### config.mk
export PLATFORM = sky130hd
export DESIGN_NAME = rx_pingpong_ctrl
export DESIGN_NICKNAME = d
export VERILOG_FILES = /design/src/rtl/rxpp_pkg.sv /design/src/rtl/rxpp_crc32.sv /design/src/rtl/rxpp_slot_regs.sv /design/src/rtl/rxpp_framer.sv /design/src/rtl/rx_pingpong_ctrl.sv
export SDC_FILE = /design/constraint.sdc
export NUM_CORES = 1
export LEC_CHECK = 0
export BUFFER_PORTS_ARGS = -buffer_cell sky130_fd_sc_hd__buf_2
export CORE_MARGIN = 2
export CORE_UTILIZATION = 37
export DETAILED_ROUTE_END_ITERATION = 10
export HOLD_SLACK_MARGIN = 0.12
export PLACE_DENSITY = 0.62
export SYNTH_ARGS = -nofsm -noshare
export SYNTH_HDL_FRONTEND = slang
export SYNTH_HIERARCHICAL = 1
export SYNTH_SLANG_ARGS = --single-unit
### constraint.sdc
create_clock -name clk_i -period 5.4 [get_ports clk_i]
set_clock_uncertainty 0.15 [all_clocks]
set_input_delay 1.62 -clock clk_i [delete_from_list [all_inputs] [get_ports clk_i]]
set_output_delay 1.62 -clock clk_i [all_outputs]
set_load 0.005 [all_outputs]
### src/rtl/rxpp_pkg.sv
package rxpp_pkg;

  typedef enum logic [1:0] {
    SLOT_EMPTY   = 2'd0,
    SLOT_LOADED  = 2'd1,
    SLOT_PENDING = 2'd2
  } slot_state_e;

  typedef enum logic [2:0] {
    FR_IDLE,
    FR_PRE,
    FR_PAY,
    FR_PAD,
    FR_FCS,
    FR_DONE
  } fr_state_e;

  localparam logic [7:0]  PRE_BYTE    = 8'h55;
  localparam logic [7:0]  SFD_BYTE    = 8'hD5;
  localparam int unsigned PRE_LEN     = 8;
  localparam int unsigned OVERHEAD    = 12;
  localparam int unsigned MIN_PAYLOAD = 60;
  localparam logic [31:0] CRC_POLY    = 32'hEDB88320;

  function automatic logic [31:0] crc_byte(input logic [31:0] c_in, input logic [7:0] d);
    logic [31:0] c;
    c = c_in ^ {24'h0, d};
    for (int b = 0; b < 8; b++) begin
      c = c[0] ? ((c >> 1) ^ CRC_POLY) : (c >> 1);
    end
    return c;
  endfunction

endpackage

### src/rtl/rxpp_crc32.sv
module rxpp_crc32 import rxpp_pkg::*; (
  input  logic        clk_i,
  input  logic        rst_ni,
  input  logic        init_i,
  input  logic        en_i,
  input  logic [7:0]  data_i,
  output logic [31:0] fcs_o
);
  logic [31:0] crc_q;

  always_ff @(posedge clk_i or negedge rst_ni) begin
    if (!rst_ni)     crc_q <= '1;
    else if (init_i) crc_q <= '1;
    else if (en_i)   crc_q <= crc_byte(crc_q, data_i);
  end

  assign fcs_o = ~crc_q;

endmodule

### src/rtl/rxpp_slot_regs.sv
module rxpp_slot_regs import rxpp_pkg::*; #(
  parameter int unsigned HOST_W = 32,
  parameter int unsigned LEN_W  = 12
) (
  input  logic              clk_i,
  input  logic              rst_ni,
  input  logic              we_i,
  input  logic [1:0]        addr_i,
  input  logic [HOST_W-1:0] wdata_i,
  output logic [HOST_W-1:0] rdata_o,
  input  logic              done_i,
  input  logic              done_slot_i,
  input  logic [LEN_W-1:0]  done_len_i,
  output logic [1:0]        loaded_o,
  output logic              irq_o
);
  localparam int unsigned NSLOT = 2;

  logic [1:0]        st_q  [NSLOT];
  logic [HOST_W-1:0] cnt_q [NSLOT];
  logic [1:0]        pend;

  // completion outranks a same-cycle host write to the same slot
  always_ff @(posedge clk_i or negedge rst_ni) begin
    if (!rst_ni) begin
      for (int s = 0; s < NSLOT; s++) begin
        st_q[s]  <= SLOT_EMPTY;
        cnt_q[s] <= '0;
      end
    end else begin
      for (int s = 0; s < NSLOT; s++) begin
        if (done_i && (done_slot_i == s[0])) begin
          st_q[s]  <= SLOT_PENDING;
          cnt_q[s] <= HOST_W'(done_len_i);
        end else if (we_i && (addr_i == {s[0], 1'b0})) begin
          st_q[s] <= wdata_i[1:0];
        end else if (we_i && (addr_i == {s[0], 1'b1})) begin
          cnt_q[s] <= wdata_i;
        end
      end
    end
  end

  always_comb begin
    for (int s = 0; s < NSLOT; s++) begin
      loaded_o[s] = (st_q[s] == SLOT_LOADED);
      pend[s]     = (st_q[s] == SLOT_PENDING);
    end
  end

  assign irq_o   = |pend;
  assign rdata_o = addr_i[0] ? cnt_q[addr_i[1]] : HOST_W'(st_q[addr_i[1]]);


  done0_pending_chk: assert property (@(posedge clk_i) disable iff (!rst_ni)
    (done_i && !done_slot_i) |=> (st_q[0] == SLOT_PENDING));

  done1_pending_chk: assert property (@(posedge clk_i) disable iff (!rst_ni)
    (done_i && done_slot_i) |=> (st_q[1] == SLOT_PENDING));

endmodule

### src/rtl/rxpp_framer.sv
module rxpp_framer import rxpp_pkg::*; #(
  parameter int unsigned BUF_BYTES = 2048,
  parameter int unsigned ADDR_W    = $clog2(BUF_BYTES),
  parameter int unsigned LEN_W     = $clog2(BUF_BYTES + 1)
) (
  input  logic              clk_i,
  input  logic              rst_ni,
  input  logic              in_valid_i,
  output logic              in_ready_o,
  input  logic [7:0]        in_data_i,
  input  logic              in_sop_i,
  input  logic              in_eop_i,
  input  logic [1:0]        loaded_i,
  output logic              buf_we_o,
  output logic              buf_slot_o,
  output logic [ADDR_W-1:0] buf_addr_o,
  output logic [7:0]        buf_data_o,
  output logic              done_o,
  output logic              done_slot_o,
  output logic [LEN_W-1:0]  done_len_o
);
  localparam logic [LEN_W-1:0] MAX_PAY_L = LEN_W'(BUF_BYTES - OVERHEAD);
  localparam logic [LEN_W-1:0] MIN_L     = LEN_W'(MIN_PAYLOAD);
  localparam logic [LEN_W-1:0] PRE_L     = LEN_W'(PRE_LEN);
  localparam logic [LEN_W-1:0] OVH_L     = LEN_W'(OVERHEAD);
  localparam logic [LEN_W-1:0] ONE_L     = LEN_W'(1);

  fr_state_e        st_q;
  logic             slot_q;
  logic [LEN_W-1:0] pay_q;
  logic [2:0]       idx_q;
  logic             drop_q;

  logic        take, fits;
  logic        crc_init, crc_en;
  logic [7:0]  crc_data;
  logic [31:0] fcs;

  rxpp_crc32 u_crc (
    .clk_i  (clk_i),
    .rst_ni (rst_ni),
    .init_i (crc_init),
    .en_i   (crc_en),
    .data_i (crc_data),
    .fcs_o  (fcs)
  );

  always_comb begin
    in_ready_o = (st_q == FR_PAY);
    take       = in_valid_i && in_ready_o;
    fits       = (pay_q < MAX_PAY_L) && !drop_q;
    crc_init   = (st_q == FR_PRE);
    crc_en     = 1'b0;
    crc_data   = 8'h00;
    buf_we_o   = 1'b0;
    buf_data_o = 8'h00;
    buf_addr_o = '0;
    unique case (st_q)
      FR_PRE: begin
        buf_we_o   = 1'b1;
        buf_addr_o = ADDR_W'(idx_q);
        buf_data_o = (idx_q == 3'd7) ? SFD_BYTE : PRE_BYTE;
      end
      FR_PAY: begin
        if (take && fits) begin
          buf_we_o   = 1'b1;
          buf_addr_o = ADDR_W'(PRE_L + pay_q);
          buf_data_o = in_data_i;
          crc_en     = 1'b1;
          crc_data   = in_data_i;
        end
      end
      FR_PAD: begin
        buf_we_o   = 1'b1;
        buf_addr_o = ADDR_W'(PRE_L + pay_q);
        crc_en     = 1'b1;
      end
      FR_FCS: begin
        buf_we_o   = 1'b1;
        buf_addr_o = ADDR_W'(PRE_L + pay_q + LEN_W'(idx_q));
        buf_data_o = fcs[{idx_q[1:0], 3'b000} +: 8];
      end
      default: ;
    endcase
  end

  always_ff @(posedge clk_i or negedge rst_ni) begin
    if (!rst_ni) begin
      st_q   <= FR_IDLE;
      slot_q <= 1'b0;
      pay_q  <= '0;
      idx_q  <= '0;
      drop_q <= 1'b0;
    end else begin
      unique case (st_q)
        FR_IDLE: begin
          if (in_valid_i && in_sop_i && (loaded_i != 2'b00)) begin
            slot_q <= !loaded_i[0];
            pay_q  <= '0;
            idx_q  <= '0;
            drop_q <= 1'b0;
            st_q   <= FR_PRE;
          end
        end
        FR_PRE: begin
          idx_q <= idx_q + 3'd1;
          if (idx_q == 3'd7) st_q <= FR_PAY;
        end
        FR_PAY: begin
          if (take) begin
            if (fits) pay_q  <= pay_q + ONE_L;
            else      drop_q <= 1'b1;
            if (in_eop_i) begin
              idx_q <= '0;
              if (!fits)                    st_q <= FR_IDLE;
              else if (pay_q + ONE_L < MIN_L) st_q <= FR_PAD;
              else                          st_q <= FR_FCS;
            end
          end
        end
        FR_PAD: begin
          pay_q <= pay_q + ONE_L;
          if (pay_q == MIN_L - ONE_L) st_q <= FR_FCS;
        end
        FR_FCS: begin
          idx_q <= idx_q + 3'd1;
          if (idx_q == 3'd3) st_q <= FR_DONE;
        end
        default: st_q <= FR_IDLE;
      endcase
    end
  end

  assign buf_slot_o  = slot_q;
  assign done_o      = (st_q == FR_DONE);
  assign done_slot_o = slot_q;
  assign done_len_o  = pay_q + OVH_L;


  no_start_unarmed_chk: assert property (@(posedge clk_i) disable iff (!rst_ni)
    (st_q == FR_IDLE && loaded_i == 2'b00) |=> (st_q == FR_IDLE));

  prefer_slot0_chk: assert property (@(posedge clk_i) disable iff (!rst_ni)
    (st_q == FR_IDLE && in_valid_i && in_sop_i && loaded_i[0]) |=> (st_q == FR_PRE && !slot_q));

  pad_reaches_min_chk: assert property (@(posedge clk_i) disable iff (!rst_ni)
    (st_q == FR_FCS) |-> (pay_q >= MIN_L));

  done_len_fits_chk: assert property (@(posedge clk_i) disable iff (!rst_ni)
    done_o |-> (done_len_o <= LEN_W'(BUF_BYTES)));

endmodule

### src/rtl/rx_pingpong_ctrl.sv
module rx_pingpong_ctrl import rxpp_pkg::*; #(
  parameter int unsigned BUF_BYTES = 2048,
  parameter int unsigned HOST_W    = 32,
  localparam int unsigned ADDR_W   = $clog2(BUF_BYTES),
  localparam int unsigned LEN_W    = $clog2(BUF_BYTES + 1)
) (
  input  logic              clk_i,
  input  logic              rst_ni,
  input  logic              in_valid_i,
  output logic              in_ready_o,
  input  logic [7:0]        in_data_i,
  input  logic              in_sop_i,
  input  logic              in_eop_i,
  output logic              buf_we_o,
  output logic              buf_slot_o,
  output logic [ADDR_W-1:0] buf_addr_o,
  output logic [7:0]        buf_data_o,
  input  logic              host_we_i,
  input  logic [1:0]        host_addr_i,
  input  logic [HOST_W-1:0] host_wdata_i,
  output logic [HOST_W-1:0] host_rdata_o,
  output logic              irq_o
);
  logic [1:0]       loaded;
  logic             done;
  logic             done_slot;
  logic [LEN_W-1:0] done_len;

  rxpp_framer #(
    .BUF_BYTES (BUF_BYTES),
    .ADDR_W    (ADDR_W),
    .LEN_W     (LEN_W)
  ) u_framer (
    .clk_i       (clk_i),
    .rst_ni      (rst_ni),
    .in_valid_i  (in_valid_i),
    .in_ready_o  (in_ready_o),
    .in_data_i   (in_data_i),
    .in_sop_i    (in_sop_i),
    .in_eop_i    (in_eop_i),
    .loaded_i    (loaded),
    .buf_we_o    (buf_we_o),
    .buf_slot_o  (buf_slot_o),
    .buf_addr_o  (buf_addr_o),
    .buf_data_o  (buf_data_o),
    .done_o      (done),
    .done_slot_o (done_slot),
    .done_len_o  (done_len)
  );

  rxpp_slot_regs #(
    .HOST_W (HOST_W),
    .LEN_W  (LEN_W)
  ) u_regs (
    .clk_i       (clk_i),
    .rst_ni      (rst_ni),
    .we_i        (host_we_i),
    .addr_i      (host_addr_i),
    .wdata_i     (host_wdata_i),
    .rdata_o     (host_rdata_o),
    .done_i      (done),
    .done_slot_i (done_slot),
    .done_len_i  (done_len),
    .loaded_o    (loaded),
    .irq_o       (irq_o)
  );


  done_raises_irq_chk: assert property (@(posedge clk_i) disable iff (!rst_ni)
    done |=> irq_o);

endmodule

* Word-level counts from Yosys, hierarchy flattened
Index checks and enable logic that the tools add are counted.
** Word-level totals
- Memory bits (writable) :: 0
- Flip-flop bits (word level) :: 120
- ROM bits :: 0
- Output and inout port bits :: 55
- Bits of input ports :: 48
- Bits in latches :: 0
- Word-level logic and storage cells :: 147
- Memories :: 0
** Operators by class
- Muxes and demuxes :: 57
- $mul :: 0
- Shift-type cells :: 1
- Eq/ne operators :: 25
- Bitwise gates (word level) :: 12
- Magnitude comparators :: 3
- Divide/modulo/power cells :: 0
- Reductions and logical operators :: 34
- Add/subtract/negate cells :: 5
** Operator list (count)
- 32-bit two-way mux :: 20
- 13-bit NOT with 14-bit output :: 8
- 11-bit case mux with 4 select lines :: 1
- 12-bit two-way mux :: 3
- 12-bit case mux with 3 select lines :: 1
- 3-bit two-way mux :: 11
- 32-bit NOT :: 1
- 32-bit by 6-bit variable part select with 8-bit output :: 1
- 32-bit by 8-bit XOR with 32-bit output :: 1
- 8-bit two-way mux :: 3
- 8-bit case mux with 3 select lines :: 1
- 2-bit by 1-bit inequality test with 1-bit output (second input constant) :: 8
- 3-bit case mux with 5 select lines :: 1
- 2-bit two-way mux :: 7
- 2-bit nonzero test :: 7
- 12-bit by 1-bit adder with 12-bit output (second input constant) :: 1
- 12-bit by 4-bit adder with 12-bit output (second input constant) :: 1
- 12-bit by 6-bit equality test with 1-bit output (second input constant) :: 1
- 12-bit by 11-bit < comparator with 1-bit output (second input constant) :: 1
- 12-bit by 6-bit < comparator with 1-bit output (second input constant) :: 1
- 4-bit AND reduction :: 3
- 11-bit by 3-bit adder with 11-bit output :: 1
- 4-bit by 11-bit adder with 11-bit output (first input constant) :: 1
- 1-bit logical AND :: 11
- 22 further kinds :: 42

* Logic depth before layout (Yosys ltp)
- Depth in word-level cells :: 24
- Depth in mapped cells :: 14
- Depth with buffers taken out :: 10

* Cells and area by module
Netlist, hierarchy kept.
** Modules (own cells, without submodules)
- rxpp_slot_regs :: cells each 274, times used 1, area an instance 3385.7 µm², seq. area each 1701.6 µm²
- rxpp_framer :: cells each 308, times used 1, area an instance 2514.9 µm², seq. area each 500.5 µm²
- rxpp_crc32 :: cells each 211, times used 1, area an instance 2139.6 µm², seq. area each 840.8 µm²

* Worst setup path before layout
Ideal clock, no wire load.
- Kind :: input port to output port
- Start point :: in in_valid_i
- End point :: out buf_addr_o[3]
- Data arrival time :: 2.691 ns
- Slack :: 0.939 ns
- Path buffers :: 1
- Data required time :: 3.630 ns
- Stages :: 7
- Cell sequence :: nand4bb_1 > a311oi_4 > a21oi_2 > inv_2 > buf_4 > a21oi_1 > o22ai_1
** On the way
- Word-level cells in the longest chain between the ends :: 4
** Ends and longest elaborated chain
- start, declared :: RTL line rx_pingpong_ctrl.sv:9 : input logic in_valid_i,
- 1-bit logical AND :: RTL line rxpp_framer.sv:50 : take = in_valid_i && in_ready_o;
- 1-bit logical AND :: RTL line rxpp_framer.sv:65 : if (take && fits) begin
- 11-bit two-way mux :: RTL line rxpp_framer.sv:65
- 11-bit case mux with 4 select lines :: RTL line rxpp_framer.sv:58 : unique case (st_q)
- end, declared :: RTL line rx_pingpong_ctrl.sv:16 : output logic [ADDR_W-1:0] buf_addr_o,
Every way passes these cells.

* Worst setup path in the final report
- Start point :: in in_valid_i
- End point :: out buf_data_o[3]
** On the way
- Word-level cells in the longest chain between the ends :: 4
** Ends and longest elaborated chain
- 1-bit logical AND :: RTL line rxpp_framer.sv:50
- 1-bit logical AND :: RTL line rxpp_framer.sv:65
- 8-bit two-way mux :: RTL line rxpp_framer.sv:65
- 8-bit case mux with 3 select lines :: RTL line rxpp_framer.sv:58
- end, declared :: RTL line rx_pingpong_ctrl.sv:17 : output logic [7:0] buf_data_o,
Every way passes these cells.

==> results by group <==
Worst setup path
  – CP delay by family, top: buffers and inverters
  – Crit path max fanout: 8
  – CP endpoint kind: output port
  – CP Buf/Inv Count: 3
  – Crit-path cells: buf_2, nand4bb_1, a311oi_4, buf_4, and2_1, a21o_1, buf_2
  – Nature of the critical path startpoint: input port
  – Reg2reg setup slack: 1090 ps
  – Max incr delay on CP: about 350 ps
  – Setup CP Type: in2out
  – Worst reg2reg path startpoint: u_framer/pay_q[3]
  – Crit path top cell by count: buf_2
  – Required @ worst endpoint: 3630 ps
  – CP Launch Point: in_valid_i
  – Critical Path AT: 3000 ps
  – Critical path's slowest cell: a311oi_4

Layout
  – Ant diodes: 0
  – Share of cells above drive strength 1: 27.5%
  – Layout fillers: 2020
  – Layout Nets: 934
  – Register area: 3040 um2
  – Combined area of the multi-input logic cells: 4510 um2
  – Layout area overhead: 16.2%
  – Fin area: 9340 um2

Yosys
  – Synth cell types: 79
  – Syn nets: about 860
  – Mapped cell area: 8040 um2
  – Dominant synthesized flop cell: dfrtp_1
  – Post-Syn Instances: 793
  – Synth Register Bits: 120
  – Seq/Total Area, Yosys: 37.8%
  – Post-synth top area cell: dfrtp_1
  – EDFF count, synth: 0
  – Most frequent cells after synthesis: 88 x dfrtp_1, 62 x nand2_1, 59 x xnor2_1
  – Async S/R FF share, synth: 100%
  – Synth top area cells: dfrtp_1 27%, dfstp_2 10%, xnor2_1 6.4%
  – Most common cell in the netlist: dfrtp_1
  – Syn avg cell area: slightly above 10 um2
  – Syn. warnings: 6
  – Synth top area share: between 20% and 30%

GRT
  – Vias in the first global route: 6015
  – Grt ovf: 0
  – First-pass GRT wire length: 31.7 mm
  – GRT Overall Usage: roughly 18%
  – Initial antenna violation count: 0
  – Maximum number of pins on one net before global-route repair: 121

STA
  – RSZ-0062 raised after global routing: no
  – Final critical-path share of the clock period: 88.3%
  – Slew Viols, Final: 0
  – Final Hold Violating Endpoints: 0
  – Worst Tran Pin Value: 1130 ps
  – Setup violations, final: 0
  – WHS: 337 ps
  – Post-Route Setup TNS: 0 ps
  – Final Critical Period: roughly 4800 ps
  – Peak Freq: 210 MHz
  – Max-slew headroom: 24.9%

Hold path
  – Worst hold path class: reg2reg
  – Hold_sp: u_regs/cnt_q[2]

Power and ir drop
  – P_sw: 0.00187 W
  – Sequential share of power: between 30% and 40%
  – Sw Ratio: 37.9%
  – Pwr Total: just under 0.005 W
  – Clock Power Share: a little under a quarter
  – PwrDens: 529 nW/um2
  – Leak pwr: approximately 4.4 nW
  – Int Power: slightly above 0.003 W
  – Logic pwr share: around 44%
  – Peak VDD IR: 0.354 mV

Outcome
  – Status: finished, final reports clean

Floorplan
  – Die height: ~150 um
  – Die footprint: 22900 um2
  – I/O Pins: 103
  – Die W: ~150 um
  – Starting Density: 38.0%
  – Row cnt: 53
  – Core ar.: ~21000 um2

Place
  – DP Area: 8740 um2
  – Post-detail-place hpwl: 13.2 mm
  – Final Wtd Congestion: 0.793
  – PortBufs: approximately 100

Route
  – Via count: about 6100
  – Avg WL per Cell: 16.8 um
  – DRT iter0 DRCs: 316
  – Drt via density: 5.30
  – Remaining antenna violation count after routing: 0
  – Routed Wire Length: 19.5 mm
  – Residual DRC count: 0
  – Drt pass-1 iters: 4

Clock network
  – Clock slew at reported path FFs: 60 ps
  – Post_cts resized: 0
  – Post-CTS setup buffer count: 0
  – CTS Hold Bufs: 0
  – H-tree levels: 4
  – CTS tree: yes
  – Clk sink count: 120
  – Cts bufs inserted: 17
  – Worst-Skew Late Latency: 420 ps
  – CTS root buf: clkbuf_16
  – Clock tree buffer depth: 2

Job
  – Number of max-cap violations: 0
==> layer usage <==
| metal | wire [um] | track usage, % |
|---|---|---|
| met1 | 9240 | 24.4 |
| met2 | 9010 | 28.0 |
| met3 | 954 | 4.28 |
| met4 | 271 | 4.58 |
| met5 | 0 | 0 |
==> per-stage QoR <==
stage                     worst slack (ps)  cells  utilization, %
after floorplan                        939    793               -
after CTS                              621   1159            44.1
after global placement                 661   1127            41.3
after detailed placement               628   1127            41.3
after global routing                   385   1159            44.1
final                                  632   1159            44.1
==> worst register-to-register path: stages (launching register included) <==
cell and delay (ps):
dfrtp_1 650, inv_1 250, ha_1 270, and3b_1 390
a311oi_4 160, buf_4 230, and2_1 210, xnor2_2 450
xnor3_2 510, xor2_2 260, xnor3_1 430, a211o_1 290
==> layout make-up <==
cell class	instances	area share, %
inverter	54	2.17
sequential	120	32.6
timing repair buffer	117	6.83
tap	275	3.68
clock inverter	14	1.74
clock buffer	18	4.70
multi-input combinational	561	48.3
==> power groups by stage <==
stage / clock network, W / logic [W] / registers (W)
floorplan: 0 / 0.00180 / 0.00144
global placement: 0 / 0.00219 / 0.00159
detailed placement: 0 / 0.00220 / 0.00159
CTS: 0.00120 / 0.00221 / 0.00158
global route: 0.00124 / 0.00243 / 0.00163
finish: 0.00117 / 0.00219 / 0.00158
==> final timing paths <==
check | cells after the start | endpoint
min in group asynchronous | 2 | u_regs/cnt_q[29]
setup / recovery | 7 | buf_data_o[3]
hold reg to reg | 2 | u_regs/cnt_q[2]
max in group asynchronous | 2 | u_regs/cnt_q[34]
setup reg to reg | 11 | u_framer/u_crc/crc_q[19]
hold / removal | 2 | u_regs/cnt_q[2]
==> flip-flops by register name (all words and copies together) (netlist names) <==
register,flops
u_regs/cnt_q,64
u_framer/u_crc/crc_q,32
u_framer/pay_q,12
u_regs/st_q,4
u_framer/idx_q,3
u_framer/st_q,3
u_framer/buf_slot_o,1
u_framer/drop_q,1
==> cell usage in the layout, fill, tap and decap left out, types with 4 or more instances in the layout <==
| master | n |
|---|---|
| and2_1 | 9 |
| nand4_1 | 4 |
| nand3_1 | 9 |
| nand2_1 | 62 |
| o211ai_1 | 20 |
| a31oi_1 | 4 |
| a21o_1 | 8 |
| inv_6 | 6 |
| nor4_1 | 6 |
| a22o_1 | 41 |
| xnor2_2 | 5 |
| dfrtp_1 | 88 |
| xor2_1 | 14 |
| ha_1 | 14 |
| o21ai_0 | 23 |
| a21oi_1 | 22 |
| inv_1 | 52 |
| a222oi_1 | 4 |
| or3_1 | 6 |
| nor2b_1 | 36 |
| clkbuf_16 | 17 |
| dfstp_2 | 32 |
| nor2_1 | 29 |
| buf_4 | 15 |
| a211o_1 | 19 |
| nor3_1 | 6 |
| buf_2 | 101 |
| o22ai_1 | 7 |
| mux2_4 | 9 |
| xor2_2 | 5 |
| xnor2_1 | 59 |
| nand2b_1 | 5 |
| and4_1 | 4 |
| mux4_2 | 10 |
| mux2i_1 | 49 |
| mux2_2 | 16 |
==> kinds of logic after synthesis <==
group,synth area share (%)
AO/OA/AOI/OAI,16.1
adder cells (fa/ha/maj),2.43
multiplexers,12.8
buffers and inverters,6.22
AND/OR/NAND/NOR,13.4
flip-flops,37.8
XOR/XNOR,11.2
No activity file was read; power rests on OpenSTA's default activity.
